## config.mk

```make
export PLATFORM = sky130hd
export DESIGN_NAME = quad_match_timer
export DESIGN_NICKNAME = d
export VERILOG_FILES = /design/src/rtl/qmt_pkg.sv /design/src/rtl/qmt_channel.sv /design/src/rtl/qmt_rdmux.sv /design/src/rtl/quad_match_timer.sv
export SDC_FILE = /design/constraint.sdc
export NUM_CORES = 1
export LEC_CHECK = 0
export ABC_AREA = 1
export BUFFER_PORTS_ARGS = -buffer_cell sky130_fd_sc_hd__buf_2
export CORE_AREA = 2 2 349 438
export DETAILED_ROUTE_END_ITERATION = 8
export DIE_AREA = 0 0 351 440
export SETUP_SLACK_MARGIN = 0.4
export SLEW_MARGIN = 10
export SYNTH_ARGS = -nofsm -noshare
export SYNTH_HDL_FRONTEND = slang
export SYNTH_HIERARCHICAL = 1
export SYNTH_SLANG_ARGS = --single-unit
```

## constraint.sdc

```tcl
create_clock -name clk -period 2.42 [get_ports clk]
set_input_delay 0.484 -clock clk [delete_from_list [all_inputs] [get_ports clk]]
set_output_delay 0.484 -clock clk [all_outputs]
set_load 0.02 [all_outputs]
```

## src/rtl/qmt_pkg.sv

```systemverilog
`timescale 1ns/1ps
package qmt_pkg;
    // word addresses
    localparam int ADR_CTRL  = 0;
    localparam int ADR_DIR   = 1;
    localparam int ADR_PRE   = 2;
    localparam int ADR_ACT   = 3;
    localparam int ADR_STAT  = 4;
    localparam int ADR_CNT   = 8;
    localparam int ADR_MATCH = 12;
    localparam int ADR_PCNT  = 16;
    // field layout
    localparam int DIR_STRIDE = 4;
    localparam int ACT_W      = 3;
    localparam int ACT_FLAG   = 0;
    localparam int ACT_RELOAD = 1;
    localparam int ACT_STOP   = 2;
endpackage

```

## src/rtl/qmt_channel.sv

```systemverilog
`timescale 1ns/1ps
module qmt_channel #(
    parameter int CNT_W = 32
) (
    input  logic             clk,
    input  logic             rst_n,
    input  logic             en_i,
    input  logic             clr_i,
    input  logic             down_i,
    input  logic [CNT_W-1:0] pre_i,
    input  logic [CNT_W-1:0] match_i,
    input  logic             act_reload_i,
    input  logic             act_stop_i,
    output logic [CNT_W-1:0] cnt_o,
    output logic [CNT_W-1:0] pc_o,
    output logic             hit_o
);
    typedef struct packed {
        logic [CNT_W-1:0] cnt;
        logic [CNT_W-1:0] pc;
    } ch_state_t;

    ch_state_t q, d;
    logic      tick;

    always_comb begin
        d     = q;
        tick  = (q.pc >= pre_i);
        hit_o = en_i && !clr_i && tick && (q.cnt == match_i);
        if (clr_i) begin
            d = '0;
        end else if (en_i) begin
            if (tick) begin
                d.pc = '0;
                if (hit_o && act_reload_i) begin
                    d.cnt = '0;
                end else if (hit_o && act_stop_i) begin
                    d.cnt = q.cnt;
                end else if (down_i) begin
                    d.cnt = q.cnt - 1'b1;
                end else begin
                    d.cnt = q.cnt + 1'b1;
                end
            end else begin
                d.pc = q.pc + 1'b1;
            end
        end
    end

    always_ff @(posedge clk or negedge rst_n) begin
        if (!rst_n) q <= '0;
        else        q <= d;
    end

    assign cnt_o = q.cnt;
    assign pc_o  = q.pc;
endmodule

```

## src/rtl/qmt_rdmux.sv

```systemverilog
`timescale 1ns/1ps
module qmt_rdmux
    import qmt_pkg::*;
#(
    parameter int NUM_CH = 4,
    parameter int CNT_W  = 32,
    parameter int ADDR_W = 5
) (
    input  logic [ADDR_W-1:0]              addr,
    input  logic [NUM_CH-1:0]              en,
    input  logic [NUM_CH-1:0]              clr,
    input  logic [NUM_CH-1:0]              down,
    input  logic [CNT_W-1:0]               pre,
    input  logic [ACT_W*NUM_CH-1:0]        act,
    input  logic [NUM_CH-1:0]              flag,
    input  logic [NUM_CH-1:0][CNT_W-1:0]   match,
    input  logic [NUM_CH-1:0][CNT_W-1:0]   cnt,
    input  logic [NUM_CH-1:0][CNT_W-1:0]   pc,
    output logic [CNT_W-1:0]               rdata
);
    localparam int ACT_BITS = ACT_W * NUM_CH;

    always_comb begin
        rdata = '0;
        if (addr == ADDR_W'(ADR_CTRL)) begin
            rdata[NUM_CH-1:0]        = en;
            rdata[2*NUM_CH-1:NUM_CH] = clr;
        end
        if (addr == ADDR_W'(ADR_DIR)) begin
            for (int n = 0; n < NUM_CH; n++) rdata[DIR_STRIDE*n] = down[n];
        end
        if (addr == ADDR_W'(ADR_PRE))  rdata = pre;
        if (addr == ADDR_W'(ADR_ACT))  rdata[ACT_BITS-1:0] = act;
        if (addr == ADDR_W'(ADR_STAT)) rdata[NUM_CH-1:0] = flag;
        for (int n = 0; n < NUM_CH; n++) begin
            if (addr == ADDR_W'(ADR_CNT + n))   rdata = cnt[n];
            if (addr == ADDR_W'(ADR_MATCH + n)) rdata = match[n];
            if (addr == ADDR_W'(ADR_PCNT + n))  rdata = pc[n];
        end
    end
endmodule

```

## src/rtl/quad_match_timer.sv

```systemverilog
`timescale 1ns/1ps
module quad_match_timer
    import qmt_pkg::*;
#(
    parameter int NUM_CH = 4,
    parameter int CNT_W  = 32,
    parameter int ADDR_W = 5
) (
    input  logic              clk,
    input  logic              rst_n,
    input  logic              wr_en,
    input  logic [ADDR_W-1:0] addr,
    input  logic [CNT_W-1:0]  wdata,
    output logic [CNT_W-1:0]  rdata,
    output logic              irq
);
    localparam int ACT_BITS = ACT_W * NUM_CH;

    typedef struct packed {
        logic [NUM_CH-1:0]            en;
        logic [NUM_CH-1:0]            clr;
        logic [NUM_CH-1:0]            down;
        logic [CNT_W-1:0]             pre;
        logic [ACT_BITS-1:0]          act;
        logic [NUM_CH-1:0]            flag;
        logic [NUM_CH-1:0][CNT_W-1:0] match;
    } regs_t;

    regs_t q, d;

    logic [NUM_CH-1:0]            hit;
    logic [NUM_CH-1:0][CNT_W-1:0] cnt;
    logic [NUM_CH-1:0][CNT_W-1:0] pc;

    always_comb begin
        d = q;
        if (wr_en) begin
            if (addr == ADDR_W'(ADR_CTRL)) begin
                d.en  = wdata[NUM_CH-1:0];
                d.clr = wdata[2*NUM_CH-1:NUM_CH];
            end
            if (addr == ADDR_W'(ADR_DIR)) begin
                for (int n = 0; n < NUM_CH; n++) d.down[n] = wdata[DIR_STRIDE*n];
            end
            if (addr == ADDR_W'(ADR_PRE))  d.pre  = wdata;
            if (addr == ADDR_W'(ADR_ACT))  d.act  = wdata[ACT_BITS-1:0];
            if (addr == ADDR_W'(ADR_STAT)) d.flag = q.flag & ~wdata[NUM_CH-1:0];
            for (int n = 0; n < NUM_CH; n++) begin
                if (addr == ADDR_W'(ADR_MATCH + n)) d.match[n] = wdata;
            end
        end
        // match actions win over a same-edge software write
        for (int n = 0; n < NUM_CH; n++) begin
            if (hit[n] && q.act[ACT_W*n + ACT_STOP]) d.en[n]   = 1'b0;
            if (hit[n] && q.act[ACT_W*n + ACT_FLAG]) d.flag[n] = 1'b1;
        end
    end

    always_ff @(posedge clk or negedge rst_n) begin
        if (!rst_n) q <= '0;
        else        q <= d;
    end

    for (genvar g = 0; g < NUM_CH; g++) begin : g_ch
        qmt_channel #(.CNT_W(CNT_W)) u_ch (
            .clk          (clk),
            .rst_n        (rst_n),
            .en_i         (q.en[g]),
            .clr_i        (q.clr[g]),
            .down_i       (q.down[g]),
            .pre_i        (q.pre),
            .match_i      (q.match[g]),
            .act_reload_i (q.act[ACT_W*g + ACT_RELOAD]),
            .act_stop_i   (q.act[ACT_W*g + ACT_STOP]),
            .cnt_o        (cnt[g]),
            .pc_o         (pc[g]),
            .hit_o        (hit[g])
        );
    end

    qmt_rdmux #(.NUM_CH(NUM_CH), .CNT_W(CNT_W), .ADDR_W(ADDR_W)) u_rd (
        .addr  (addr),
        .en    (q.en),
        .clr   (q.clr),
        .down  (q.down),
        .pre   (q.pre),
        .act   (q.act),
        .flag  (q.flag),
        .match (q.match),
        .cnt   (cnt),
        .pc    (pc),
        .rdata (rdata)
    );

    assign irq = |q.flag;

    // plain views for the bound checker
    logic [NUM_CH-1:0]   en_view, clr_view, flag_view;
    logic [ACT_BITS-1:0] act_view;
    assign en_view   = q.en;
    assign clr_view  = q.clr;
    assign flag_view = q.flag;
    assign act_view  = q.act;
endmodule

```

## Word level (Yosys, flattened, before mapping)

Index checks and enable logic that the tools add are counted.

| word-level totals | value |
|---|---|
| output and inout bits | 33 |
| bits in registers | 444 |
| input port bits | 40 |

| operators by class | value |
|---|---|
| muxes and demuxes | 66 |
| reduce and logical (&&, ||, !) cells | 74 |
| add/sub/neg operators | 12 |
| equality and inequality tests | 24 |
| magnitude comparators | 4 |
| bitwise gates (word level) | 2 |

Operator list:

| operator | number |
|---|---|
| $mux 32 | 38 |
| $mux 64 | 8 |
| $add 32x1->32 const B | 8 |
| $mux 188 | 1 |
| $eq 32x32->1 | 4 |
| $ge 32x32->1 | 4 |
| $sub 32x1->32 const B | 4 |
| $reduce_bool 2->1 | 24 |
| $eq 5x4->1 const B | 8 |
| $reduce_and 2->1 | 16 |
| $logic_and 1x1->1 | 24 |
| $mux 12 | 2 |
| $eq 5x5->1 const B | 4 |
| $mux 8 | 2 |
| $mux 1 | 12 |
| $mux 4 | 3 |
| $ne 3x2->1 const B | 4 |
| $reduce_and 3->1 | 4 |
| $eq 5x2->1 const B | 2 |
| $eq 5x1->1 const B | 1 |
| $eq 5x3->1 const B | 1 |
| $logic_not 5->1 | 1 |
| $and 4x4->4 | 1 |
| $logic_not 1->1 | 4 |
| 2 further kinds | 2 |

## Longest topological paths before layout

Gate-level depths: netlist of run 1.

| logic depth | value |
|---|---|
| word-level depth | 18 |
| mapped depth | 20 |
| mapped depth without buffers | 19 |

## Modules after synthesis

Netlist of run 1, hierarchy kept.

By module, submodules not included:

| module | cells an instance | area each (sq um) | instances |
|---|---|---|---|
| qmt_channel at g_ch[1].u_ch ... | 1081 | 6791.5 | 2 |
| quad_match_timer | 822 | 7223.2 | 1 |
| qmt_channel at g_ch[0].u_ch | 1065 | 6720.2 | 1 |
| qmt_channel at g_ch[3].u_ch | 1011 | 6482.5 | 1 |
| qmt_rdmux | 716 | 3325.7 | 1 |

## Worst setup path after synthesis of run 1

No wires, ideal clock.

| timing | value |
|---|---|
| kind | reg2reg |
| start point | register q[177] (netlist bit) |
| end point | register g_ch[1].u_ch.q, in the netlist g_ch[1].u_ch/cnt_o[27] |
| path buffers | 0 |
| stages on the path, launching flop included | 14 |
| arrival time | 2.547 ns |
| setup slack | -0.193 ns |
| cell sequence | dfrtp_1 > ha_1 > or2_2 > and2_1 > nand3_1 > nand2_1 > a21o_1 > nand2_1 > nand2_1 > nand2_1 > nand2_1 > nor2_1 > nand3_1 > nand2_1 |

| on the way | value |
|---|---|
| cells in the longest elaborated chain, start to end | 6 |

Ends and longest elaborated chain:

| what | line | source |
|---|---|---|
| start: declaration | quad_match_timer.sv:29 | `regs_t q, d;` |
| start signal: assignment | quad_match_timer.sv:60 | `if (!rst_n) q <= '0;` |
| start signal: assignment | quad_match_timer.sv:61 | `else q <= d;` |
| $mux 32 | qmt_channel.sv:39 | `end else if (down_i) begin` |
| $mux 32 | qmt_channel.sv:37 | `end else if (hit_o && act_stop_i) begin` |
| $mux 32 | qmt_channel.sv:35 | `if (hit_o && act_reload_i) begin` |
| $mux 32 | qmt_channel.sv:33 | `if (tick) begin` |
| $mux 64 | qmt_channel.sv:32 | `end else if (en_i) begin` |
| $mux 64 | qmt_channel.sv:30 | `if (clr_i) begin` |
| end signal: assignment | qmt_channel.sv:51 | `if (!rst_n) q <= '0;` |
| end signal: assignment | qmt_channel.sv:52 | `else q <= d;` |
| end: declaration | qmt_channel.sv:23 | `ch_state_t q, d;` |

No other way between the ends. The select of a mux whose other input is x is not followed.
A chain may end at the register's enable or synchronous reset.

## Final worst setup path of run 1

| timing | value |
|---|---|
| start point | register q[155] (netlist bit) |
| end point | output port rdata[11] |

| on the way | value |
|---|---|
| cells in the longest elaborated chain, start to end | 14 |

Ends and longest elaborated chain:

| what | line | source |
|---|---|---|
| $mux 32 | qmt_rdmux.sv:32 | `if (addr == ADDR_W'(ADR_PRE)) rdata = pre;` |
| $mux 12 | qmt_rdmux.sv:33 | `if (addr == ADDR_W'(ADR_ACT)) rdata[ACT_BITS-1:0] = act;` |
| $mux 32 | qmt_rdmux.sv:36 | `if (addr == ADDR_W'(ADR_CNT + n)) rdata = cnt[n];` |
| $mux 32 | qmt_rdmux.sv:37 | `if (addr == ADDR_W'(ADR_MATCH + n)) rdata = match[n];` |
| $mux 32 | qmt_rdmux.sv:38 | `if (addr == ADDR_W'(ADR_PCNT + n)) rdata = pc[n];` |
| $mux 32 | qmt_rdmux.sv:36 |  |
| $mux 32 | qmt_rdmux.sv:37 |  |
| $mux 32 | qmt_rdmux.sv:38 |  |
| $mux 32 | qmt_rdmux.sv:36 |  |
| $mux 32 | qmt_rdmux.sv:37 |  |
| $mux 32 | qmt_rdmux.sv:38 |  |
| $mux 32 | qmt_rdmux.sv:36 |  |
| $mux 32 | qmt_rdmux.sv:37 |  |
| $mux 32 | qmt_rdmux.sv:38 |  |
| end: declaration | quad_match_timer.sv:14 | `output logic [CNT_W-1:0] rdata,` |

No other way between the ends.

==> results of run 1 <==
-- repair_timing --
action,in CTS,in global routing
endpoints found under the hold margin,20,0
pin swaps,190,265
gates resized for setup,474,498
setup endpoints to repair,297,297
hold buffers,1,0
cloned,16,21
setup buffers,105,45
-- final cells by class --
cell class                      count  area share [%]
Multi-Input combinational cell   4560            48.7
Antenna cell                        4          0.0184
Clock inverter                     19           0.459
Inverter                          638            4.54
Sequential cell                   444            20.6
Tap cell                         2025            4.65
Timing Repair Buffer             1024            18.1
Clock buffer                       79            2.96
-- cells in the mapped netlist (42+ instances only) --
cell type / number
a21oi_1: 275
buf_2: 79
dfrtp_1: 444
ha_1: 252
inv_1: 621
nand2_1: 2073
nand3_1: 320
nand4_1: 186
nor2_1: 677
nor3_1: 93
o21ai_0: 170
o21ai_1: 42
xnor2_1: 96
xor2_1: 81
-- registers in the layout, indices dropped and copies added, names as in the netlist --
register         cells
g_ch.u_ch/cnt_o    128
act_view            12
g_ch.u_ch/pc_o     128
flag_view            4
clr_view             4
q                  164
en_view              4
-- critical path, stage by stage, from the launching register on --
cell and delay (ps):
dfrtp_2 430, buf_6 130, buf_6 110, nand2_2 50, nand3_2 60, a21oi_2 160, nand4_1 220, o31ai_4 140
nand4_1 220, nor2_1 170, nand3_2 110, buf_6 150
-- final timing paths --
path / to / slack [ps] / cells after the start
worst min register to register: q[67]$_DFFE_PN0P_ / 510 / 2
worst max register to register: g_ch[0].u_ch/cnt_o[10]$_DFFE_PN0P_ / -470 / 21
worst max-delay path: rdata[11] / -660 / 11
min in group asynchronous: g_ch[1].u_ch/cnt_o[26]$_DFFE_PN0P_ / 320 / 2
max in group asynchronous: q[179]$_DFFE_PN0P_ / 1230 / 3
worst min-delay path: q[93]$_DFFE_PN0P_ / 190 / 3
-- layer usage --
layer	vias to the layer above	wire (µm)	global-route usage (%)
met5	-	13	0
met4	2	19200	18.8
met3	564	10600	2.98
met2	1539	89400	40.2
met1	20728	71500	27.0
li1	20537	-	-
-- power by group through the flow --
stage | logic [mW] | registers [mW] | clock network (mW)
after floorplan | 13.2 | 11.1 | 0
after global placement | 23.0 | 12.6 | 0
after detailed placement | 23.2 | 12.5 | 0
after CTS | 25.1 | 12.2 | 8.94
after global routing | 29.5 | 12.6 | 9.18
final | 27.1 | 12.5 | 8.82
-- kinds of logic after synthesis --
family | share of synthesized area (%)
buf+inv | 8.47
compound gates | 8.69
mux | 0.509
fa+ha+maj | 8.66
simple gates | 39.8
flops | 29.8
xor+xnor | 4.15
==> impl_metrics.py, run 1 <==
metrics = {
    "timing": {
        "timing.fmax_ghz": 0.325,
        "slew_headroom_pct": 51.4,
        "fin_crit_sh_pct": 127,
        "hold_viol": 0,
        "rsz0062_at_grt": "true",
        "skew_ps": 27.4,
        "finalSetupTns_ps": -81960,
        "period_needed_ps": 3080,
        "finalSetupViolCount": 284,
        "worst_slack_ps": -661,
        "drv_slew": 0,
        "tightest_slew_ps": 724,
        "whs_ps": 188,
    },
    "worst_setup_path": {
        "cp.arrival_ps": 2600,
        "r2r-start": "q[175]$_DFFE_PN0P_",
        "start_kind": "flip-flop",
        "cp-end-kind": "output pin",
        "startpoint": "q[155]$_DFFE_PN0P_",
        "crit_fanout": 2,
        "required_ps": 1940,
        "path_class": "reg2out",
    },
    "power_and_ir_drop": {
        "fin_total_pwr_mw": 48.4,
        "clkPwrFrac_pct": 18.2,
        "power_density_nw_per_um2": 888,
        "vdd_drop_max_v": 0.000744,
        "switching_share_pct": 46.0,
        "leakage_nw": 26.6,
        "p_comb_share_pct": 55.9,
        "p_int_mw": 26.2,
        "p_switching_mw": 22.3,
        "seqPwrFrac_pct": 25.9,
    },
    "floorplan": {
        "start_util_pct": 24.8,
        "die_area_um2": 154000,
        "die_h_um": 440,
        "fp.dieW_um": 351,
        "ios": 73,
        "rows": 160,
        "core_area_um2": 151000,
    },
    "detailed_routing": {
        "firstDrtPassIters": 6,
        "vias": 43370,
        "drc": 0,
        "postRouteAntennaNets": 0,
        "avgViaCountPerCell": 4.93,
        "totalWireLength_um": 191000,
        "wl_per_cell_um": 21.7,
        "drt_iter0_markers": 3654,
    },
    "clocking": {
        "clk-insertion-delay-late_ps": 650,
        "numCtsBuffers": 54,
        "clk_pin_slew_ps": 60,
        "cts.path.max_buffers": 3,
        "cts_sinks": 444,
        "cts-root-buf": "clkbuf_16",
        "cts_tree": "built",
        "htree_levels": 2,
    },
    "layout": {
        "instances_no_fill": 8793,
        "drive_gt1_share_pct": 28.5,
        "final_common_cell": "nand2_1",
        "layout_common_cells": "nand2_1, buf_4, nor2_1",
        "regArea_um2": 11200,
        "area_delta_synth_final_pct": 46.1,
        "utilization_pct": 36.2,
        "fillers": 15829,
        "num-nets-final": 7018,
        "multi_input_area_um2": 26600,
        "stdcell_area_um2": 54500,
    },
    "outcome": {
        "violations": "negative setup slack",
        "outcome": "finished, violations left",
    },
    "synth": {
        "synthCells": 5776,
        "synth_nets": 6072,
        "ys_seq_area_share_pct": 29.8,
        "netlist_top_cells_area": "dfrtp_1, nand2_1, ha_1, nor2_1, inv_1",
        "synth_area_leader_cell": "dfrtp_1",
        "synthDistinctLibCells": 57,
        "syn-cell-area_um2": 37300,
        "synth-edff-count": 0,
        "ys_ff_latch": 444,
        "synth_top_area_share_pct": 29.8,
        "yosysWarnings": 6,
        "avgSynthCellArea_um2": 6.46,
        "synthFlopType": "dfrtp_1",
        "async_flop_share_pct": 100,
    },
    "place": {
        "dp_slack_ps": -731,
        "place_hpwl_um": 149000,
        "place.gp.congestion": 1.07,
        "dp.cells": 8503,
        "io_buffers": 72,
        "post_dp_cell_area_um2": 47200,
    },
    "global_routing": {
        "gr-total-overflow": 0,
        "grt_max_degree": 85,
        "antenna_found_initial": 9,
        "grt_first_pass_wirelength_um": 273000,
        "grt_usage_pct": 23.8,
        "grt_pass1_vias": 42869,
    },
    "worst_hold_path": {
        "holdCritPathClass": "in2reg",
        "min_from": "wdata[29]",
    },
    "run": {
        "cap_violations": 0,
    },
}
(Power assumes the default switching activity.)
==> run 2, diff against run 1 <==
--- a/config.mk
+++ b/config.mk
@@ -5,11 +5,12 @@
 export SDC_FILE = /design/constraint.sdc
 export NUM_CORES = 1
 export LEC_CHECK = 0
-export ABC_AREA = 1
+export ABC_AREA = 0
 export BUFFER_PORTS_ARGS = -buffer_cell sky130_fd_sc_hd__buf_2
-export CORE_AREA = 2 2 349 438
+export CORE_AREA = 2 2 332 416
+export CTS_BUF_LIST = sky130_fd_sc_hd__clkbuf_8
 export DETAILED_ROUTE_END_ITERATION = 8
-export DIE_AREA = 0 0 351 440
+export DIE_AREA = 0 0 334 418
 export SETUP_SLACK_MARGIN = 0.4
 export SLEW_MARGIN = 10
 export SYNTH_ARGS = -nofsm -noshare
==> run 2 against run 1 <==
The run still ends with negative setup slack left. Combinational power is 14% higher. Via count fell by 16%. Register-to-register slack got worse by 270 ps. Critical path depth fell by 3. Worst hold slack improved by 15 ps. Area after synthesis decreased by 9.8%. Global-route usage is 1.4 points lower. Sequential power down 9.6%. Cell count down 21%. Total power rose by 2.5%. Critical path type unchanged. Largest cell class unchanged. Largest power group unchanged.
==> impl_metrics.py, run 2 <==
metrics = {
    "worst_hold_path": {
        "min_from": "wdata[22]",
        "worstHoldPathCells": 2,
        "holdPathEnd": "q[166]$_DFFE_PN0P_",
        "holdCritPathClass": "in2reg",
    },
    "place": {
        "io_buffers": 72,
        "place_hpwl_um": 125000,
        "dp.cells": 6543,
        "place.gp.congestion": 1.01,
        "dp_slack_ps": -910,
    },
    "clocking": {
        "cts_sinks": 444,
        "cts_tree": "built",
        "clk_pin_slew_ps": 70,
        "cts.path.max_buffers": 3,
        "numCtsBuffers": 79,
        "clk-insertion-delay-late_ps": 740,
        "cts-root-buf": "clkbuf_8",
        "htree_levels": 3,
    },
    "timing": {
        "finalSetupTns_ps": -114610,
        "timing.fmax_ghz": 0.307,
        "rsz0062_at_grt": "true",
        "tightest_slew_ps": 561,
        "whs_ps": 203,
        "skew_ps": 47.8,
        "drv_slew": 0,
        "hold_viol": 0,
        "finalSetupViolCount": 296,
        "slew_headroom_pct": 62.4,
        "worst_slack_ps": -840,
        "fin_crit_sh_pct": 135,
        "period_needed_ps": 3260,
    },
    "layout": {
        "area_delta_synth_final_pct": 58.9,
        "drive_gt1_share_pct": 46.8,
        "instances_no_fill": 6906,
        "layout_common_cells": "buf_4, dfrtp_1, nand2_1",
        "utilization_pct": 39.6,
        "num-nets-final": 5380,
        "final_common_cell": "buf_4",
        "largest_reg_flops": 164,
        "fillers": 13106,
        "regMostFlops": "q",
    },
    "detailed_routing": {
        "avgViaCountPerCell": 5.25,
        "vias": 36246,
        "drt_iter0_markers": 3047,
        "totalWireLength_um": 163000,
        "firstDrtPassIters": 8,
        "postRouteAntennaNets": 0,
        "drc": 0,
        "wl_per_cell_um": 23.6,
    },
    "power_and_ir_drop": {
        "vdd_drop_max_v": 0.000409,
        "leakage_nw": 24.8,
        "power_density_nw_per_um2": 927,
    },
    "worst_setup_path": {
        "rr_endpoint": "g_ch[2].u_ch/cnt_o[22]$_DFFE_PN0P_",
        "cp.arrival_ps": 2780,
        "path_class": "reg2out",
        "required_ps": 1940,
        "cp-end-kind": "output pin",
        "crit_fanout": 2,
        "reg2reg_depth": 11,
        "r2r-start": "q[178]$_DFFE_PN0P_",
        "rrSetupSlack_ps": -740,
        "start_kind": "flip-flop",
    },
    "synth": {
        "synthCells": 3779,
        "synth-edff-count": 0,
        "yosysMostFrequentCell": "dfrtp_1",
        "avgSynthCellArea_um2": 8.91,
        "ys_seq_area_share_pct": 33.0,
        "async_flop_share_pct": 100,
        "syn-cell-area_um2": 33700,
        "synthDistinctLibCells": 113,
        "synth_common_cells": "dfrtp_1, nand2_1, nor2_1, ha_1, a21oi_1",
        "synthFlopType": "dfrtp_1",
        "netlist_top_cells_area": "dfrtp_1, ha_1, mux2_2, xor2_1, nand2_1",
        "yosysWarnings": 6,
        "synth_top_area_share_pct": 33.0,
        "synth_nets": 4075,
        "ys_ff_latch": 444,
        "synth_area_leader_cell": "dfrtp_1",
    },
    "global_routing": {
        "grt_first_pass_wirelength_um": 234000,
        "antenna_found_initial": 14,
        "grt_usage_pct": 22.4,
        "grt_max_degree": 71,
        "gr-total-overflow": 0,
        "grt_pass1_vias": 36507,
    },
    "floorplan": {
        "start_util_pct": 24.9,
        "fp.dieW_um": 334,
        "rows": 151,
        "die_area_um2": 140000,
        "ios": 73,
        "die_h_um": 418,
        "core_area_um2": 135000,
    },
    "run": {
        "cap_violations": 0,
    },
    "outcome": {
        "violations": "negative setup slack",
        "outcome": "finished, violations left",
    },
}
## run 2: changes by cell type after synthesis, sizes merged, moves of 130 or more
cell / previous run / this run
mux2: 0 / 185
xor2: 81 / 211
nand3: 321 / 120
inv: 637 / 177
nand2: 2080 / 358
nor2: 705 / 313
## run 2: worst max-delay path by stage
stage                             from                                 end  slack (ps)  cells after the start
global route        q[177]$_DFFE_PN0P_                            rdata[4]        -880                      8
finish              q[177]$_DFFE_PN0P_                            rdata[4]        -840                      8
global placement               addr[0]                            rdata[6]        -910                     11
CTS                 q[177]$_DFFE_PN0P_                            rdata[4]        -840                      8
detailed placement             addr[0]                            rdata[6]        -910                     11
floorplan           q[178]$_DFFE_PN0P_  g_ch[2].u_ch/cnt_o[22]$_DFFE_PN0P_        -450                      9
## run 2: layout make-up
| type | count | area (µm²) | area share (%) |
|---|---|---|---|
| Antenna cell | 5 | 12.5 | 0.0234 |
| Clock buffer | 100 | 1380 | 2.57 |
| Clock inverter | 39 | 234 | 0.437 |
| Inverter | 177 | 682 | 1.27 |
| Multi-Input combinational cell | 2991 | 25500 | 47.7 |
| Sequential cell | 444 | 11200 | 20.9 |
| Tap cell | 1759 | 2200 | 4.11 |
| Timing Repair Buffer | 1391 | 12300 | 23.0 |
## run 2: through the flow
| step | cell area, µm² | power (mW) |
|---|---|---|
| 3_3_place_gp | 45300 | 35.6 |
| 3_5_place_dp | 45300 | 35.9 |
| 6_report | 53500 | 49.7 |
| 5_1_grt | 53500 | 52.2 |
| 2_1_floorplan | 35200 | 23.6 |
| 4_1_cts | 51300 | 46.9 |
## run 2: metal layers
layer | share of wire, % | GRT usage [%] | wire [µm] | vias up
li1 | - | - | - | 16421
met1 | 39 | 26.3 | 63200 | 17971
met2 | 47 | 37.1 | 76100 | 1392
met3 | 6.8 | 4.16 | 11100 | 446
met4 | 7.7 | 15.1 | 12600 | 16
met5 | 0.048 | 0 | 79 | -
## run 2: power breakdown
group,leakage [nW],internal (mW),switching [mW]
Clock,0.911,3.93,3.59
Sequential,5.78,9.15,2.14
Combinational,18.1,15.1,15.7
Total,24.8,28.2,21.4
## run 2: timing repair
action                     4_1_cts  5_1_grt
pin swaps                      265      225
setup endpoints to repair      297      297
buffers inserted               139       60
hold endpoints to repair        76        0
gates resized for setup        720      336
hold buffers                     1        0
gates cloned                    11        8
## run 2: logic make-up (layout without fill, tap and decap cells)
kind of cell / Yosys count / after routing / synth area share (%)
fa+ha+maj: 256 / 256 / 9.60
simple gates: 1174 / 1174 / 17.2
other cells: 0 / 5 / 0
flops: 444 / 444 / 33.0
mux: 196 / 196 / 6.55
buf+inv: 344 / 1707 / 4.75
compound gates: 1026 / 1026 / 20.1
xor+xnor: 339 / 339 / 8.81
## run 2: critical path, stage by stage (launching register included)
cell       delay (ps)
dfrtp_4           510
buf_12            150
mux4_2            450
nor2_2            100
a311oi_1           60
a2111oi_2         310
buf_4             210
o21ai_4           100
buf_6             160
